--- src/rtl/sbp_pkg.sv ---
package sbp_pkg;
  typedef enum logic [1:0] {
    HINT_NONE = 2'b00,
    HINT_NT   = 2'b01,
    HINT_T    = 2'b10,
    HINT_RSV  = 2'b11
  } hint_e;

  typedef enum logic {
    MODE_SEQ  = 1'b0,
    MODE_BTFN = 1'b1
  } mode_e;
endpackage

--- src/rtl/sbp_hint_decode.sv ---
module sbp_hint_decode
  import sbp_pkg::*;
(
  input  logic [1:0] hint_code,
  output logic       hint_present,
  output logic       hint_taken
);
  hint_e code;
  assign code = hint_e'(hint_code);

  always_comb begin
    hint_present = 1'b0;
    hint_taken   = 1'b0;
    case (code)
      HINT_NT: hint_present = 1'b1;
      HINT_T: begin
        hint_present = 1'b1;
        hint_taken   = 1'b1;
      end
      default: ;
    endcase
  end
endmodule

--- src/rtl/sbp_dir_rule.sv ---
module sbp_dir_rule
  import sbp_pkg::*;
#(
  parameter int ADDR_W = 32
) (
  input  mode_e              mode,
  input  logic [ADDR_W-1:0]  br_addr,
  input  logic [ADDR_W-1:0]  tgt_addr,
  input  logic               hint_present,
  input  logic               hint_taken,
  output logic               static_taken
);
  logic backward;
  assign backward = (tgt_addr <= br_addr);

  always_comb begin
    if (mode == MODE_SEQ)  static_taken = 1'b0;
    else if (hint_present) static_taken = hint_taken;
    else                   static_taken = backward;
  end
endmodule

--- src/rtl/sbp_next_pc.sv ---
module sbp_next_pc #(
  parameter int ADDR_W     = 32,
  parameter int INSN_BYTES = 4
) (
  input  logic              taken,
  input  logic [ADDR_W-1:0] br_addr,
  input  logic [ADDR_W-1:0] tgt_addr,
  output logic [ADDR_W-1:0] fetch_addr
);
  localparam logic [ADDR_W-1:0] STEP = ADDR_W'(INSN_BYTES);
  logic [ADDR_W-1:0] seq_addr;
  assign seq_addr   = br_addr + STEP;
  assign fetch_addr = taken ? tgt_addr : seq_addr;
endmodule

--- src/rtl/static_bp.sv ---
module static_bp
  import sbp_pkg::*;
#(
  parameter int ADDR_W     = 32,
  parameter int INSN_BYTES = 4
) (
  input  logic              clk,
  input  logic              rst,
  input  logic              req_valid,
  input  logic              mode_sel,
  input  logic [ADDR_W-1:0] br_addr,
  input  logic [ADDR_W-1:0] tgt_addr,
  input  logic [1:0]        hint,
  input  logic              dyn_known,
  input  logic              dyn_taken,
  output logic              pred_valid,
  output logic              pred_taken,
  output logic [ADDR_W-1:0] next_pc
);
  localparam logic [ADDR_W-1:0] STEP = ADDR_W'(INSN_BYTES);

  logic              h_present, h_taken, s_taken, final_taken;
  logic [ADDR_W-1:0] fetch_d;

  sbp_hint_decode u_hint (
    .hint_code    (hint),
    .hint_present (h_present),
    .hint_taken   (h_taken)
  );

  sbp_dir_rule #(.ADDR_W(ADDR_W)) u_rule (
    .mode         (mode_e'(mode_sel)),
    .br_addr      (br_addr),
    .tgt_addr     (tgt_addr),
    .hint_present (h_present),
    .hint_taken   (h_taken),
    .static_taken (s_taken)
  );

  assign final_taken = dyn_known ? dyn_taken : s_taken;

  sbp_next_pc #(.ADDR_W(ADDR_W), .INSN_BYTES(INSN_BYTES)) u_npc (
    .taken      (final_taken),
    .br_addr    (br_addr),
    .tgt_addr   (tgt_addr),
    .fetch_addr (fetch_d)
  );

  always_ff @(posedge clk) begin
    if (rst) begin
      pred_valid <= 1'b0;
      pred_taken <= 1'b0;
      next_pc    <= '0;
    end else begin
      pred_valid <= req_valid;
      if (req_valid) begin
        pred_taken <= final_taken;
        next_pc    <= fetch_d;
      end
    end
  end


  valid_follow_chk: assert property (@(posedge clk) disable iff (rst)
    req_valid |=> pred_valid);


  dyn_pass_chk: assert property (@(posedge clk) disable iff (rst)
    (req_valid && dyn_known) |=> (pred_taken == $past(dyn_taken)));


  seq_mode_chk: assert property (@(posedge clk) disable iff (rst)
    (req_valid && !dyn_known && !mode_sel) |=> !pred_taken);


  fallthru_chk: assert property (@(posedge clk) disable iff (rst)
    (req_valid && !dyn_known && !mode_sel) |=> (next_pc == $past(br_addr) + STEP));


  idle_hold_chk: assert property (@(posedge clk) disable iff (rst)
    !req_valid |=> ($stable(pred_taken) && $stable(next_pc)));
endmodule

--- config.mk ---
export PLATFORM = sky130hd
export DESIGN_NAME = static_bp
export DESIGN_NICKNAME = d
export VERILOG_FILES = /design/src/rtl/sbp_pkg.sv /design/src/rtl/sbp_hint_decode.sv /design/src/rtl/sbp_dir_rule.sv /design/src/rtl/sbp_next_pc.sv /design/src/rtl/static_bp.sv
export SDC_FILE = /design/constraint.sdc
export NUM_CORES = 1
export LEC_CHECK = 0
export ABC_CLOCK_PERIOD_IN_PS = 3310
export BUFFER_PORTS_ARGS = -buffer_cell sky130_fd_sc_hd__buf_2
export CAP_MARGIN = 20
export CORE_MARGIN = 4
export CORE_UTILIZATION = 51
export CTS_BUF_LIST = sky130_fd_sc_hd__clkbuf_8 sky130_fd_sc_hd__clkbuf_16
export DETAILED_ROUTE_END_ITERATION = 10
export PLACE_DENSITY_LB_ADDON = 0.25
export SETUP_SLACK_MARGIN = 0.05
export SYNTH_ARGS = -nofsm -noshare
export SYNTH_HDL_FRONTEND = slang
export SYNTH_SLANG_ARGS = --single-unit
--- constraint.sdc ---
create_clock -name clk -period 3.31 [get_ports clk]
set_input_delay 0.331 -clock clk [delete_from_list [all_inputs] [get_ports clk]]
set_output_delay 0.331 -clock clk [all_outputs]
set_load 0.005 [all_outputs]
==> metrics, run 1 <==
status=finished, final reports clean; Async S/R FF share, synth=0%; Area Overhead vs Synth=22.0%; Root Buffer=clkbuf_8; sw frac=32.2%; setup_tns=0 ps; CP delay by family, top=compound AO/OA/AOI/OAI gates; Post-layout nets=578; post-layout min period=2450 ps; Peak VDD IR=187 uV; Worst-Skew Late Latency=280 ps; CP Cell Sequence=buf_2 -> clkinv_1 -> ha_1 -> a21oi_1 -> o21ai_0 -> a221oi_2 -> a31oi_4 -> o21ai_2 -> buf_12 -> nor3_1 -> a311o_1; HP Class=primary input to flop; GRT Resource Usage Total=24.2%; Final Hold Fails=0; initial DRC count=131; CTS tree=yes; clk slew on worst S/H paths=70 ps; core region area=5610 um^2; final core utilization=65.4%; worst path buffer plus inverter count=3; max incr delay on CP=340 ps; NetSw=0.365 mW; CP startpoint kind=primary input; Top Ports=106; final wirelength=8640 um; drt wl/cell=15.9 um; Least-Margin Pin Slew=521 ps; commonest non-fill, non-tap cell in the layout=buf_2; Pre-antenna DRT Iters=4; static leakage=1.72 nW; layout cells sized above 1=27.6%; CTS sink cnt=34; # diodes=0; RSZ-0062 raised after global routing=no; ys flop type=dfxtp_1; combinational power share=32.0%; cts hold-fix bufs=0; syn avg cell area=8.01 um^2; pin count of the biggest net entering global routing=32; Syn Nets=481; first-pass GRT wire length=14600 um; critical path type=primary input to flop; PortBufs=105; initial antenna violation count=0; Setup-failing EPs final=0; register area share after synthesis=22.7%; number of max-cap violations=0; Post-DP HPWL=6770 um; Post-synth EDFFs=0; WP data arrival=2630 ps; Placed Instance Area=3580 um^2; number of buffers created by CTS=5; Routed Antenna Nets=0; Crit path required time=3490 ps; Cell Int Power=0.767 mW; Yosys cell types=50; max_slew headroom=65.2%; CP Max Fanout=31; Synth Warn #=0; Final Cycle Share=74.0%; Post-Synthesis Cells=375; post-CTS setup repair buffer count=0; Die Y=84.8 um; Via-to-Cell Ratio=5.87; Clk pwr share=27.4%; commonest cells after routing, fill and taps aside=buf_2, inv_1, ha_1, dfxtp_1, nand2_1; Die Area=7180 um^2; Synth Register Bits=34; Mapped Area=3000 um^2; Starting Density=53.6%; flop2flop setup slack=2570 ps; maximum clock frequency=0.408 GHz; vias in the first global route=3218; Chip Width=84.8 um; GRT Residual Overflow=0; H-Tree Depth=2; fin area=3660 um^2; Slew Limit Fails=0; slowest CP cell=ha_1; drt drc=0; cts repair resizes=0; Via Count=3185; CTS Buffer Depth=2; Worst setup EP type=flop; Final GP Congestion=0.907; Pwr Total=1.13 mW; sequential share of power=40.6%; Pwr Density=309 nW/um^2; Rows=27; Worst Skew=0 ps; DP Worst Slack=579 ps; Final WS setup=861 ps
==> tightest hold or removal path, cell delays in order <==
cell and delay [ps]:
buf_2 100, nand4_1 80, o311ai_1 90
==> synth_stat cells (3+ instances only) <==
master	instances	area [um^2]
a211oi_1	6	45.0
a21oi_1	20	100
a311o_1	8	80.1
a31oi_1	8	50.1
and3_1	9	56.3
and4_1	14	123
buf_2	4	20.0
clkbuf_1	14	52.6
dfxtp_1	34	681
ha_1	34	425
inv_1	36	135
mux2i_1	12	120
nand2_1	27	101
nand3_1	22	110
nand4_1	17	106
nor2_1	14	52.6
nor3_1	9	45.0
nor4_1	6	37.5
o211ai_1	3	22.5
o21ai_0	4	20.0
o22ai_1	8	50.1
o311ai_1	4	35.0
or4_1	6	45.0
xnor2_1	25	219
==> logic make-up after synthesis <==
group                    share of synthesized area [%]
flip-flops                                        22.7
buffers and inverters                             7.79
XOR/XNOR                                          7.58
adder cells (fa/ha/maj)                           14.2
multiplexers                                      4.00
AO/OA/AOI/OAI                                     16.1
AND/OR/NAND/NOR                                   27.7
==> flip-flops by register name, indices dropped and copies added, names as in the netlist <==
name	flops
next_pc	32
pred_taken	1
pred_valid	1
==> worst paths after layout <==
check                                start                  endpoint  cells past startpoint
setup / recovery                br_addr[7]  next_pc[28]$_SDFFE_PP0P_                     11
hold / removal                tgt_addr[13]  next_pc[13]$_SDFFE_PP0P_                      3
setup reg to reg  next_pc[21]$_SDFFE_PP0P_  next_pc[21]$_SDFFE_PP0P_                      1
hold reg to reg    next_pc[8]$_SDFFE_PP0P_   next_pc[8]$_SDFFE_PP0P_                      2
==> cell type report <==
| cell class | instances | area (um^2) |
|---|---|---|
| multi-input cells | 283 | 2090 |
| fillers | 513 | 1940 |
| flip-flops and latches | 34 | 681 |
| repair buffers | 111 | 583 |
| inverters | 37 | 139 |
| well taps | 72 | 90.1 |
| clock buffers | 6 | 82.6 |
==> power groups by stage <==
stage	Combinational (mW)	Sequential (mW)	Clock, mW
after floorplan	0.205	0.472	0
after global placement	0.349	0.468	0
after detailed placement	0.359	0.469	0
after CTS	0.362	0.460	0.315
after global routing	0.405	0.464	0.338
final	0.362	0.460	0.310
==> stage by stage <==
step	hold slack, ps	cells
final	346	543
after detailed placement	466	537
after floorplan	463	375
after CTS	348	543
after global placement	453	537
after global routing	344	543
==> per-layer routing <==
metal | wire length (um) | track usage (%)
met1 | 3710 | 31.1
met2 | 4130 | 39.9
met3 | 718 | 5.79
met4 | 88 | 7.91
met5 | 0 | 0
Note: power is estimated with default switching activity, not from simulation.
==> run 2: changes to the inputs <==
ABC_CLOCK_PERIOD_IN_PS = 2200   (was 3310)
CORE_UTILIZATION = 46   (was 51)
clock period = 2.2 ns   (was 3.31 ns; I/O delays follow)
==> metrics, run 2 (synthesis gave the netlist of run 1 again) <==
Via-to-Cell Ratio=5.69 (was 5.87); CP startpoint kind=primary input (unchanged); CTS sink cnt=34 (unchanged); Post-DP HPWL=8020 um (was 6770 um); Routed Antenna Nets=0 (unchanged); critical path type=primary input to flop (unchanged); Biggest register=next_pc (unchanged); layout cells sized above 1=42.8% (was 27.6%); CP delay by family, top=simple AND/OR/NAND/NOR gates (was compound AO/OA/AOI/OAI gates); worst flop-to-flop path startpoint=next_pc[28]$_SDFFE_PP0P_ (was next_pc[21]$_SDFFE_PP0P_); Post-Layout Cell Count=615 (was 543); Final WS setup=65.9 ps (was 861 ps); # diodes=0 (unchanged); worst path buffer plus inverter count=2 (was 3); Slew Limit Fails=0 (unchanged); Post-layout nets=645 (was 578); Worst setup EP type=flop (unchanged); CTS Buffer Depth=2 (unchanged); flop2flop setup slack=1450 ps (was 2570 ps); number of max-cap violations=0 (unchanged); commonest cells after routing, fill and taps aside=buf_2, buf_4, dfxtp_1 (was buf_2, inv_1, ha_1, dfxtp_1, nand2_1); Worst Hold Depth=3 (unchanged); maximum clock frequency=0.469 GHz; Chip Width=88.8 um (was 84.8 um); DP Worst Slack=-302 ps (was 579 ps); GRT Resource Usage Total=25.3% (was 24.2%); max incr delay on CP=570 ps (was 340 ps); Crit path required time=2370 ps (was 3490 ps); drt drc=0 (unchanged); max reg flops=32 (unchanged); Pre-antenna DRT Iters=4 (unchanged); Die Area=7890 um^2 (was 7180 um^2); clk slew on worst S/H paths=70 ps (about the same); hold path endpoint=next_pc[9]$_SDFFE_PP0P_ (was next_pc[13]$_SDFFE_PP0P_); Starting Density=47.3% (was 53.6%); initial DRC count=177 (was 131); Final GP Congestion=0.883 (was 0.907); Worst Skew=0 ps (unchanged); Pwr Density=422 nW/um^2 (was 309 nW/um^2); H-Tree Depth=2 (unchanged); hold path startpoint=tgt_addr[9] (was tgt_addr[13]); GRT Residual Overflow=0 (unchanged); CTS tree=yes (unchanged); Die Y=88.8 um (was 84.8 um); Root Buffer=clkbuf_8 (unchanged); core region area=6350 um^2 (was 5610 um^2); number of buffers created by CTS=5 (unchanged); CP Cell Sequence=buf_2 -> ha_4 -> nand4_1 -> or4_4 -> a31oi_4 -> o21ai_4 -> buf_12 -> and4_1 -> a311o_1 (was buf_2 -> clkinv_1 -> ha_1 -> a21oi_1 -> o21ai_0 -> a221oi_2 -> a31oi_4 -> o21ai_2 -> buf_12 -> nor3_1 -> a311o_1); Setup-failing EPs final=0 (unchanged); RSZ-0062 raised after global routing=yes (was no); final wirelength=10100 um (was 8640 um); static leakage=2.05 nW (was 1.72 nW); commonest non-fill, non-tap cell in the layout=buf_2 (unchanged); pin count of the biggest net entering global routing=27 (was 32); Area Overhead vs Synth=49.9% (was 22.0%); initial antenna violation count=0 (unchanged); PortBufs=105 (unchanged); Pwr Total=1.90 mW (was 1.13 mW); drt wl/cell=16.4 um (was 15.9 um); first-pass GRT wire length=15700 um (was 14600 um); max_slew headroom=54.4% (was 65.2%); Least-Margin Pin Slew=683 ps (was 521 ps); R2R cell count=1 (unchanged); placed cells=607 (was 537); Via Count=3502 (was 3185); Final Hold Fails=0 (unchanged); RR Endpoint=next_pc[28]$_SDFFE_PP0P_ (was next_pc[21]$_SDFFE_PP0P_); CP Max Fanout=20 (was 31); top flop regs=next_pc x32, pred_taken x1, pred_valid x1 (unchanged); Rows=29 (was 27); post-layout min period=2130 ps; status=finished, final reports clean (unchanged); Top Ports=106 (unchanged); vias in the first global route=3453 (was 3218); Final Cycle Share=97.0%; HP Class=primary input to flop (unchanged); slowest CP cell=or4_4 (was ha_1); Worst-Skew Late Latency=280 ps (about the same); WP data arrival=2310 ps (was 2630 ps); Peak VDD IR=280 uV (was 187 uV)
run 2: cell count changes in the layout (fill, tap and decap cells not counted), sizes merged:
cell | before | now
buf | 111 | 177
clkbuf | 6 | 7
clkinv | 1 | 0
inv | 36 | 37
run 2: through the flow:
stage          area [um^2]  hold WS, ps  setup TNS (ps)  util, %
2_1_floorplan         3220          355               0        -
3_3_place_gp          4300          458           -4450     67.6
3_5_place_dp          4300          466           -6050     67.6
4_1_cts               4380          237               0     69.0
5_1_grt               4500          267               0     70.9
6_report              4500          244               0     70.9
run 2: how the worst max path moves through the flow:
stage | from | end | slack (ps) | cells past startpoint
floorplan | br_addr[19] | next_pc[30]$_SDFFE_PP0P_ | 30 | 9
global route | br_addr[13] | next_pc[17]$_SDFFE_PP0P_ | 40 | 11
global placement | br_addr[19] | next_pc[22]$_SDFFE_PP0P_ | -220 | 10
CTS | br_addr[26] | next_pc[21]$_SDFFE_PP0P_ | 60 | 10
detailed placement | br_addr[19] | next_pc[21]$_SDFFE_PP0P_ | -300 | 10
finish | tgt_addr[18] | next_pc[21]$_SDFFE_PP0P_ | 70 | 9
run 2: area by class of cell:
cell class	instances	area [um^2]
Clock buffer	6	82.6
Fill cell	497	1850
Inverter	37	161
Multi-Input combinational cell	283	2370
Sequential cell	34	681
Tap cell	77	96.3
Timing Repair Buffer	178	1120
run 2: timing repair:
action / CTS / global route
gates cloned: 0 / 0
hold buffers: 0 / 0
setup endpoints to repair: 10 / 21
pin swaps: 2 / 9
setup buffers: 0 / 2
resized for setup: 1 / 21
run 2: report_power, final:
group          internal, mW  total, mW  switching (mW)
Sequential            0.667      0.693          0.0252
Combinational         0.371      0.736           0.366
Clock                 0.242      0.472           0.230
run 2: metal layers:
layer | track usage, % | wire length [um]
met1 | 31.5 | 4340
met2 | 42.2 | 4830
met3 | 4.75 | 653
met4 | 11.1 | 284
met5 | 0 | 0
==> run 3: changes to the inputs <==
CORE_ASPECT_RATIO = 2   (was not set)
CORE_UTILIZATION = 47   (was 46)
SYNTH_HIERARCHICAL = 1   (was not set)
==> metrics, run 3 <==
top flop regs=next_pc x32, pred_taken x1, pred_valid x1 (unchanged); CTS sink cnt=34 (unchanged); Crit path required time=2420 ps (was 2370 ps); Final Hold Fails=0 (unchanged); CTS Buffer Depth=2 (unchanged); drt drc=0 (unchanged); initial DRC count=215 (was 177); Routed Antenna Nets=0 (unchanged); final core utilization=80.4% (was 70.9%); H-Tree Depth=2 (unchanged); Worst Skew=0 ps (unchanged); max reg flops=32 (unchanged); post-synth top area cell=dfxtp_1 (unchanged); GRT Resource Usage Total=26.0% (was 25.3%); Synth Warn #=6 (was 0); synth top area cells=dfxtp_1, ha_1, mux2i_1, nor2_1, inv_1 (was dfxtp_1, ha_1, xnor2_1, inv_1, and4_1); HP Class=primary input to flop (unchanged); Die Area=8110 um^2 (was 7890 um^2); post-layout min period=2590 ps (was 2130 ps); maximum clock frequency=0.386 GHz (was 0.469 GHz); status=finished with violations (was finished, final reports clean); pin count of the biggest net entering global routing=30 (was 27); PortBufs=105 (unchanged); Chip Width=65.7 um (was 88.8 um); placed cells=637 (was 607); Yosys top cell area share=21.7% (was 22.7%); Post-Layout Cell Count=657 (was 615); WP data arrival=2810 ps (was 2310 ps); DP Worst Slack=-690 ps (was -302 ps); Die Y=123 um (was 88.8 um); register area share after synthesis=21.7% (was 22.7%); Rows=41 (was 29); Syn Nets=501 (was 481); Setup-failing EPs final=32 (was 0); most common cell in the netlist=nor2_1 (was inv_1); critical path type=primary input to flop (unchanged); CP startpoint kind=primary input (unchanged); Post-synth EDFFs=0 (unchanged); Async S/R FF share, synth=0% (unchanged); Final GP Congestion=0.915 (was 0.883); layout cells sized above 1=48.2% (was 42.8%); GRT Residual Overflow=0 (unchanged); final wirelength=12000 um (was 10100 um); max_slew headroom=63.4% (was 54.4%); Worst Hold Depth=4 (was 3); Via-to-Cell Ratio=5.84 (was 5.69); Yosys cell types=45 (was 50); fillers=419 (was 497); Post-synth top cells=nor2_1, inv_1, dfxtp_1, ha_1 (was inv_1, dfxtp_1, ha_1); Final Cycle Share=118% (was 97.0%); Worst setup EP type=flop (unchanged); # diodes=0 (unchanged); R2R cell count=2 (was 1); vias in the first global route=3694 (was 3453); Pre-antenna DRT Iters=5 (was 4); fin area=5160 um^2 (was 4500 um^2); Mapped Area=3130 um^2 (was 3000 um^2); Placed Instance Area=4290 um^2 (was 4300 um^2); static leakage=2.45 nW (was 2.05 nW); clk slew on worst S/H paths=60 ps (was 70 ps); Post-layout nets=676 (was 645); Top Ports=106 (unchanged); number of max-cap violations=0 (unchanged); core region area=6410 um^2 (was 6350 um^2); CTS tree=yes (unchanged); cts hold-fix bufs=0 (unchanged); Worst-Skew Late Latency=280 ps (about the same); Area Overhead vs Synth=64.6% (was 49.9%); Via Count=3837 (was 3502); RSZ-0062 raised after global routing=yes (unchanged); ys flop type=dfxtp_1 (unchanged); Synth Register Bits=34 (unchanged); commonest non-fill, non-tap cell in the layout=buf_2 (unchanged); first-pass GRT wire length=16200 um (was 15700 um); Root Buffer=clkbuf_16 (was clkbuf_8); Peak VDD IR=610 uV (was 280 uV); CP Max Fanout=7 (was 20); Slew Limit Fails=0 (unchanged); Post-DP HPWL=8080 um (was 8020 um); number of buffers created by CTS=5 (unchanged); Post-Synthesis Cells=395 (was 375); Biggest register=next_pc (unchanged); syn avg cell area=7.93 um^2 (was 8.01 um^2); failing checks=setup timing; Pwr Density=507 nW/um^2 (was 422 nW/um^2); Pwr Total=2.61 mW (was 1.90 mW); initial antenna violation count=0 (unchanged); drt wl/cell=18.3 um (was 16.4 um); Least-Margin Pin Slew=549 ps (was 683 ps); Final WS setup=-394 ps (was 65.9 ps); commonest cells after routing, fill and taps aside=buf_2, buf_4, nor2_1 (was buf_2, buf_4, dfxtp_1); Starting Density=48.8% (was 47.3%)
run 3: stage by stage:
stage | setup TNS, ps | hold slack [ps]
finish | -7520 | 321
global route | -11160 | 379
CTS | -3390 | 321
detailed placement | -15710 | 480
global placement | -13730 | 470
floorplan | -5480 | 440
run 3: kinds of logic (layout without fill, tap and decap cells):
family	after synthesis	after routing	share of synthesized area [%]
adder cells (fa/ha/maj)	34	34	13.6
AND/OR/NAND/NOR	145	145	24.9
AO/OA/AOI/OAI	73	73	14.7
buffers and inverters	62	238	10.3
multiplexers	36	36	11.7
XOR/XNOR	11	11	3.08
flip-flops	34	34	21.7
run 3: layout make-up:
cell class	count	area, um^2	area share [%]
clock buffers	6	139	2.69
repair buffers	191	1440	28.0
inverters	39	164	3.18
multi-input cells	299	2560	49.7
flip-flops and latches	34	681	13.2
well taps	86	108	2.09
clock inverters	2	60.1	1.16
run 3: critical path, stage by stage:
cell	delay [ps]
buf_4	120
ha_4	260
nand4_1	240
a2111o_1	380
a311oi_2	270
nor3_1	90
mux2_4	340
or4_4	580
nand3_2	80
mux2i_1	80
nor2_1	130
run 3: per-layer routing:
metal	track usage, %	share of wire (%)	vias to the layer above
met5	0	0	-
met4	17.3	6.5	0
met3	3.73	5.6	70
met2	50.7	56	203
met1	23.5	32	1802
li1	-	-	1762
run 3: timing repair:
action / CTS / global route
resized for setup: 45 / 63
endpoints found under the setup margin: 32 / 33
setup buffers: 2 / 7
pin swaps: 14 / 27
gates cloned: 1 / 3
run 3: final timing paths:
kind,from,end,slack (ps)
max reg2reg,pred_taken$_SDFFE_PP0P_,pred_taken$_SDFFE_PP0P_,1510
min,tgt_addr[0],next_pc[0]$_SDFFE_PP0P_,320
min reg2reg,next_pc[3]$_SDFFE_PP0P_,next_pc[3]$_SDFFE_PP0P_,490
max,tgt_addr[11],next_pc[16]$_SDFFE_PP0P_,-390
run 3: where the power goes:
part	switching (mW)	total (mW)	internal [mW]
combinational	0.457	0.962	0.505
sequential	0.0257	0.693	0.667
clock	0.280	0.960	0.680
total	0.763	2.61	1.85
